--- src/rtl/cbc_chain_ctrl.sv ---
module cbc_chain_ctrl #(
  parameter int BUF_BYTES = 1200,
  localparam int NWORDS = BUF_BYTES / 4,
  localparam int AW = $clog2(NWORDS)
) (
  input  logic          clk,
  input  logic          rst_n,
  input  logic          start,
  output logic          busy,
  output logic          done,
  input  logic          iv_we,
  input  logic [1:0]    iv_sel,
  input  logic [31:0]   iv_wdata,
  input  logic [255:0]  key,
  output logic          buf_re,
  output logic          buf_we,
  output logic [AW-1:0] buf_addr,
  output logic [31:0]   buf_wdata,
  input  logic [31:0]   buf_rdata,
  output logic          eng_req,
  output logic [255:0]  eng_key,
  output logic [127:0]  eng_din,
  input  logic          eng_ack,
  input  logic [127:0]  eng_dout,
  output logic          eng_rst
);
  localparam int NBLK = BUF_BYTES / 16;
  localparam int BW = AW - 2;
  localparam logic [BW-1:0] LAST = BW'(NBLK - 1);

  typedef enum logic [2:0] {S_IDLE, S_RD, S_REQ, S_WR, S_RST, S_DONE} st_t;

  st_t            st;
  logic [BW-1:0]  blk;
  logic [2:0]     cnt;
  logic [127:0]   iv, chain, ct, res;
  logic [1:0]     rd_slot;

  assign rd_slot   = cnt[1:0] - 2'd1;
  assign busy      = (st == S_RD) || (st == S_REQ) || (st == S_WR) || (st == S_RST);
  assign done      = (st == S_DONE);
  assign eng_req   = (st == S_REQ);
  assign eng_rst   = (st == S_RST);
  assign eng_key   = key;
  assign eng_din   = ct;
  assign buf_re    = (st == S_RD) && !cnt[2];
  assign buf_we    = (st == S_WR);
  assign buf_addr  = {blk, cnt[1:0]};
  assign buf_wdata = res[{cnt[1:0], 5'd0} +: 32];

  always_ff @(posedge clk) begin
    if (!rst_n) begin
      st    <= S_IDLE;
      blk   <= '0;
      cnt   <= '0;
      iv    <= '0;
      chain <= '0;
      ct    <= '0;
      res   <= '0;
    end else begin
      if (iv_we) iv[{iv_sel, 5'd0} +: 32] <= iv_wdata;
      case (st)
        S_IDLE: if (start) begin
          chain <= iv;
          blk   <= '0;
          cnt   <= '0;
          st    <= S_RD;
        end
        S_RD: begin
          cnt <= cnt + 3'd1;
          if (cnt != 3'd0) ct[{rd_slot, 5'd0} +: 32] <= buf_rdata;
          if (cnt == 3'd4) begin
            cnt <= '0;
            st  <= S_REQ;
          end
        end
        S_REQ: if (eng_ack) begin
          res   <= eng_dout ^ chain;
          chain <= ct;
          st    <= S_WR;
        end
        S_WR: begin
          cnt <= cnt + 3'd1;
          if (cnt == 3'd3) begin
            cnt <= '0;
            if (blk == LAST) st <= S_RST;
            else begin
              blk <= blk + 1'b1;
              st  <= S_RD;
            end
          end
        end
        S_RST:   st <= S_DONE;
        S_DONE:  st <= S_IDLE;
        default: st <= S_IDLE;
      endcase
    end
  end
endmodule

--- config.mk ---
export PLATFORM = sky130hd
export DESIGN_NAME = cbc_chain_ctrl
export DESIGN_NICKNAME = d
export VERILOG_FILES = /design/src/rtl/cbc_chain_ctrl.sv
export SDC_FILE = /design/constraint.sdc
export NUM_CORES = 1
export LEC_CHECK = 0
export ABC_AREA = 1
export BUFFER_PORTS_ARGS = -buffer_cell sky130_fd_sc_hd__buf_2
export CAP_MARGIN = 20
export CORE_AREA = 8 8 335 337
export CTS_CLUSTER_DIAMETER = 120
export DETAILED_ROUTE_END_ITERATION = 16
export DIE_AREA = 0 0 343 345
export SLEW_MARGIN = 15
export SYNTH_ARGS = -nofsm -noshare
export SYNTH_HDL_FRONTEND = slang
export SYNTH_SLANG_ARGS = --single-unit
export TNS_END_PERCENT = 5
--- constraint.sdc ---
create_clock -name clk -period 4.8 [get_ports clk]
set_input_delay 0.96 -clock clk [delete_from_list [all_inputs] [get_ports clk]]
set_output_delay 0.96 -clock clk [all_outputs]
set_load 0.02 [all_outputs]
==> impl_summary.log <==
[metrics] ys async rst share: 0
[metrics] global-route usage over all layers: 0.234
[metrics] insertion delay of the later-clocked pin in the worst-skew pair: 0.65 ns
[metrics] area enclosed by the die boundary: 0.118 mm^2
[metrics] nets in the synthesized netlist: 3,934
[metrics] hold_buf cts: 0
[metrics] RSZ-0062 raised after global routing: false
[metrics] Top-Level Pins: around 890
[metrics] die width: 343 um
[metrics] synthesized flop and latch total: ~530
[metrics] Vias/cell: between 4 and 5
[metrics] Area Growth Syn to Fin: 13.2%
[metrics] effective utilization at floorplan: 0.234
[metrics] max_cap viols: 0
[metrics] average routed wire per standard cell: approximately 30 um
[metrics] remaining design rule violation count: 0
[metrics] worst hold path class: flop to flop
[metrics] maximum clock frequency: 0.276 GHz
[metrics] Final Hold Fails: 0
[metrics] Worst Clk Skew: 0.0322 ns
[metrics] clock root buffer: sky130_fd_sc_hd__clkbuf_16
[metrics] setup violation total in the final timing report: 0
[metrics] flip-flop cell with the highest count after synthesis: sky130_fd_sc_hd__dfxtp_1
[metrics] post-synth cell types: 29
[metrics] relative slew slack: 0.256
[metrics] ranking of synthesized cells by area: sky130_fd_sc_hd__dfxtp_1 42%, sky130_fd_sc_hd__nand2_1 11%, sky130_fd_sc_hd__a21oi_1 8.2%
[metrics] count of flip-flops with a built-in enable after synthesis: 0
[metrics] mean area per synthesized cell: between 7 and 8 um^2
[metrics] fraction of layout cells with a size suffix above 1: 0.156
[metrics] Num CTS Buffers: 57
[metrics] TNS Setup: 0 ns
[metrics] number of filler instances in the final layout: 11,900
[metrics] clock sinks: 525
[metrics] number of global-route vias before repair: 22,200
[metrics] leakage power figure: between 10 and 15 nW
[metrics] reg-to-reg setup timing slack: 1.86 ns
[metrics] reg2reg path depth: 9
[metrics] register area: 0.0105 mm^2
[metrics] total internal power: 8.21 mW
[metrics] antenna violations before repair: 57
[metrics] critical path startpoint: cnt[0]
[metrics] most common library cell in the layout ignoring fill and taps: sky130_fd_sc_hd__nand2_1
[metrics] first-pass GRT wire length: 192 mm
[metrics] WP buf/inv: 3
[metrics] total of cells resized after clock tree synthesis: 0
[metrics] Worst Setup Start Kind: flop
[metrics] type of destination of the critical path: output port
[metrics] Final Max Tran Viols: 0
[metrics] post-detailed-route count of antenna-violating nets: 0
[metrics] area of the multi-input gates: ~0.011 mm^2
[metrics] critical path data required time: 3.84 ns
[metrics] total overflow reported by the global router: 0
[metrics] number of levels the H-tree was split into: 2
[metrics] pin slew with the least headroom to its limit: 1.11 ns
[metrics] Post-layout nets: 3,911
[metrics] final weighted congestion of routability-driven global placement: 0.929
[metrics] Seq pwr share: 0.362
[metrics] combinational share of power: 0.284
[metrics] violation count after the first detailed-route iteration: 2,796
[metrics] TritonCTS clock tree: built
[metrics] cell count after synthesis: between 3,000 and 4,000
[metrics] largest net degree at the start of global routing: 198
[metrics] switching part of the total: 0.383
[metrics] number of vias in the routed layout: 24,100
[metrics] number of cells on the worst hold path: 2
[metrics] Worst IR Drop VDD: 279 uV
[metrics] vertical die dimension: between 300 and 400 um
[metrics] critical path depth: 5
[metrics] data arrival time at the worst-slack endpoint: between 2 and 3 ns
[metrics] crit-path max cell delay: ~0.47 ns
[metrics] gate family responsible for the most delay along the worst path: buffers and inverters
[metrics] final critical delay including setup and external delays: 3.62 ns
[metrics] series of cell instances along the critical path: inv_2 > buf_4 > o21ai_0 > o22ai_1 > buf_2
[metrics] start point of the worst min-delay path: iv[111]
[metrics] cell accounting for the most synthesized area: sky130_fd_sc_hd__dfxtp_1
[metrics] share of the synthesized area in the top cell type: 0.422
[metrics] Buffers on Ports: 373
[metrics] share of total power in the clock network: 0.354
[metrics] number of detailed-routing iterations run before antenna repair: 6
[metrics] cell area power density: 471 mW/mm^2
[metrics] slowest stage cell, crit path: sky130_fd_sc_hd__buf_4
[metrics] clock slew at the register clock pins of the worst setup and hold paths: 0.06 ns
[metrics] final wirelength: roughly 150 mm
[metrics] commonest non-fill, non-tap cells in the layout: 727 x sky130_fd_sc_hd__nand2_1, 524 x sky130_fd_sc_hd__dfxtp_1, 406 x sky130_fd_sc_hd__a21oi_1
[metrics] status: complete, no violations
[metrics] source of the worst register-to-register timing path: st[1]
[metrics] Bufs on Longest Clock Path: 3
[metrics] Seq/Total Area, Yosys: 0.422
[metrics] share of the clock period used by the worst path after layout: 0.755
[metrics] final core utilization: 0.265
[metrics] Post-CTS Setup Inserts: 0
[metrics] CORE AREA: 0.107 mm^2
[metrics] number of warnings issued by yosys: 0
[metrics] HPWL after detailed placement: 118 mm
[metrics] CP Class: flop to output port
[metrics] mapped cell area: between 0.02 and 0.025 mm^2
[metrics] maximum fanout along the worst path: 39
[metrics] number of placement rows: 120
[metrics] Sw Pwr: 5.09 mW
-- worst paths after layout --
check                               endpoint
worst max-delay path            buf_wdata[2]
worst min register to register       iv[111]
worst min-delay path                 iv[111]
worst max register to register     chain[48]
-- layout make-up --
type | count | area share
clock buffer | 71 | 0.0546
multi-input combinational | 2284 | 0.388
inverter | 146 | 0.0197
antenna | 20 | 0.00177
tap | 1403 | 0.0622
timing repair buffer | 427 | 0.0851
sequential | 525 | 0.373
clock inverter | 36 | 0.0160
-- sequential cells by signal, indices dropped and copies added, names as in the netlist --
| name | cells |
|---|---|
| blk | 7 |
| res | 128 |
| st | 3 |
| eng_din | 128 |
| chain | 128 |
| cnt | 3 |
| iv | 128 |
-- stage by stage --
stage | area, um^2 | setup slack [ns] | hold slack [ns] | instances | power (mW)
6_report | 28200 | 1.18 | 0.466 | 4912 | 13.3
5_1_grt | 28200 | 1.07 | 0.482 | 4895 | 13.8
4_1_cts | 28200 | 1.14 | 0.465 | 4892 | 13.3
3_5_place_dp | 26200 | 0.884 | 0.455 | 4785 | 8.66
3_3_place_gp | 26200 | 0.964 | 0.452 | 4785 | 8.64
2_1_floorplan | 24900 | 1.77 | 0.445 | 3464 | 7.34
-- power groups by stage --
stage               sequential [mW]  clock [mW]  combinational (mW)
floorplan                      4.86           0                2.48
detailed placement             4.90           0                3.76
finish                         4.81        4.71                3.78
global placement               4.89           0                3.75
CTS                            4.80        4.76                3.77
global route                   4.83        4.94                4.01
-- layer usage --
| metal | up-vias | track usage | wire, um |
|---|---|---|---|
| met5 | - | 0.0271 | 621 |
| met4 | 34 | 0.0943 | 7180 |
| met3 | 314 | 0.134 | 21300 |
| met2 | 1381 | 0.353 | 62900 |
| met1 | 11400 | 0.268 | 54900 |
| li1 | 11000 | - | - |
-- synth_stat cells, types with 2 or more instances --
cell,count
sky130_fd_sc_hd__clkbuf_1,165
sky130_fd_sc_hd__a22oi_1,20
sky130_fd_sc_hd__nor2_1,371
sky130_fd_sc_hd__inv_2,4
sky130_fd_sc_hd__o21bai_1,3
sky130_fd_sc_hd__buf_2,54
sky130_fd_sc_hd__xnor2_1,128
sky130_fd_sc_hd__buf_1,22
sky130_fd_sc_hd__nand2_1,728
sky130_fd_sc_hd__buf_4,267
sky130_fd_sc_hd__dfxtp_1,525
sky130_fd_sc_hd__a21oi_1,406
sky130_fd_sc_hd__a211oi_1,26
sky130_fd_sc_hd__o22ai_1,32
sky130_fd_sc_hd__nand3_1,145
sky130_fd_sc_hd__inv_1,140
sky130_fd_sc_hd__o21ai_0,334
sky130_fd_sc_hd__nor3_1,14
sky130_fd_sc_hd__o21ai_1,15
sky130_fd_sc_hd__ha_1,15
sky130_fd_sc_hd__nand4_1,41
sky130_fd_sc_hd__clkinv_1,2
-- worst min-delay path, cell delays in order (launching register included) --
cell and delay, ns:
sky130_fd_sc_hd__dfxtp_1 0.31, sky130_fd_sc_hd__nand2_1 0.06, sky130_fd_sc_hd__a21oi_1 0.05
-- kinds of logic after synthesis --
family                     count (synthesis)  share of synthesized area
and+or+nand+nor                         1304                      0.210
AOI/OAI and AO/OA                        837                      0.175
buffers and inverters                    655                      0.142
DFF                                      525                      0.422
xor gates and xnor gates                 128                     0.0450
adders and majority gates                 15                    0.00753
No activity file was read; power rests on OpenSTA's default activity.
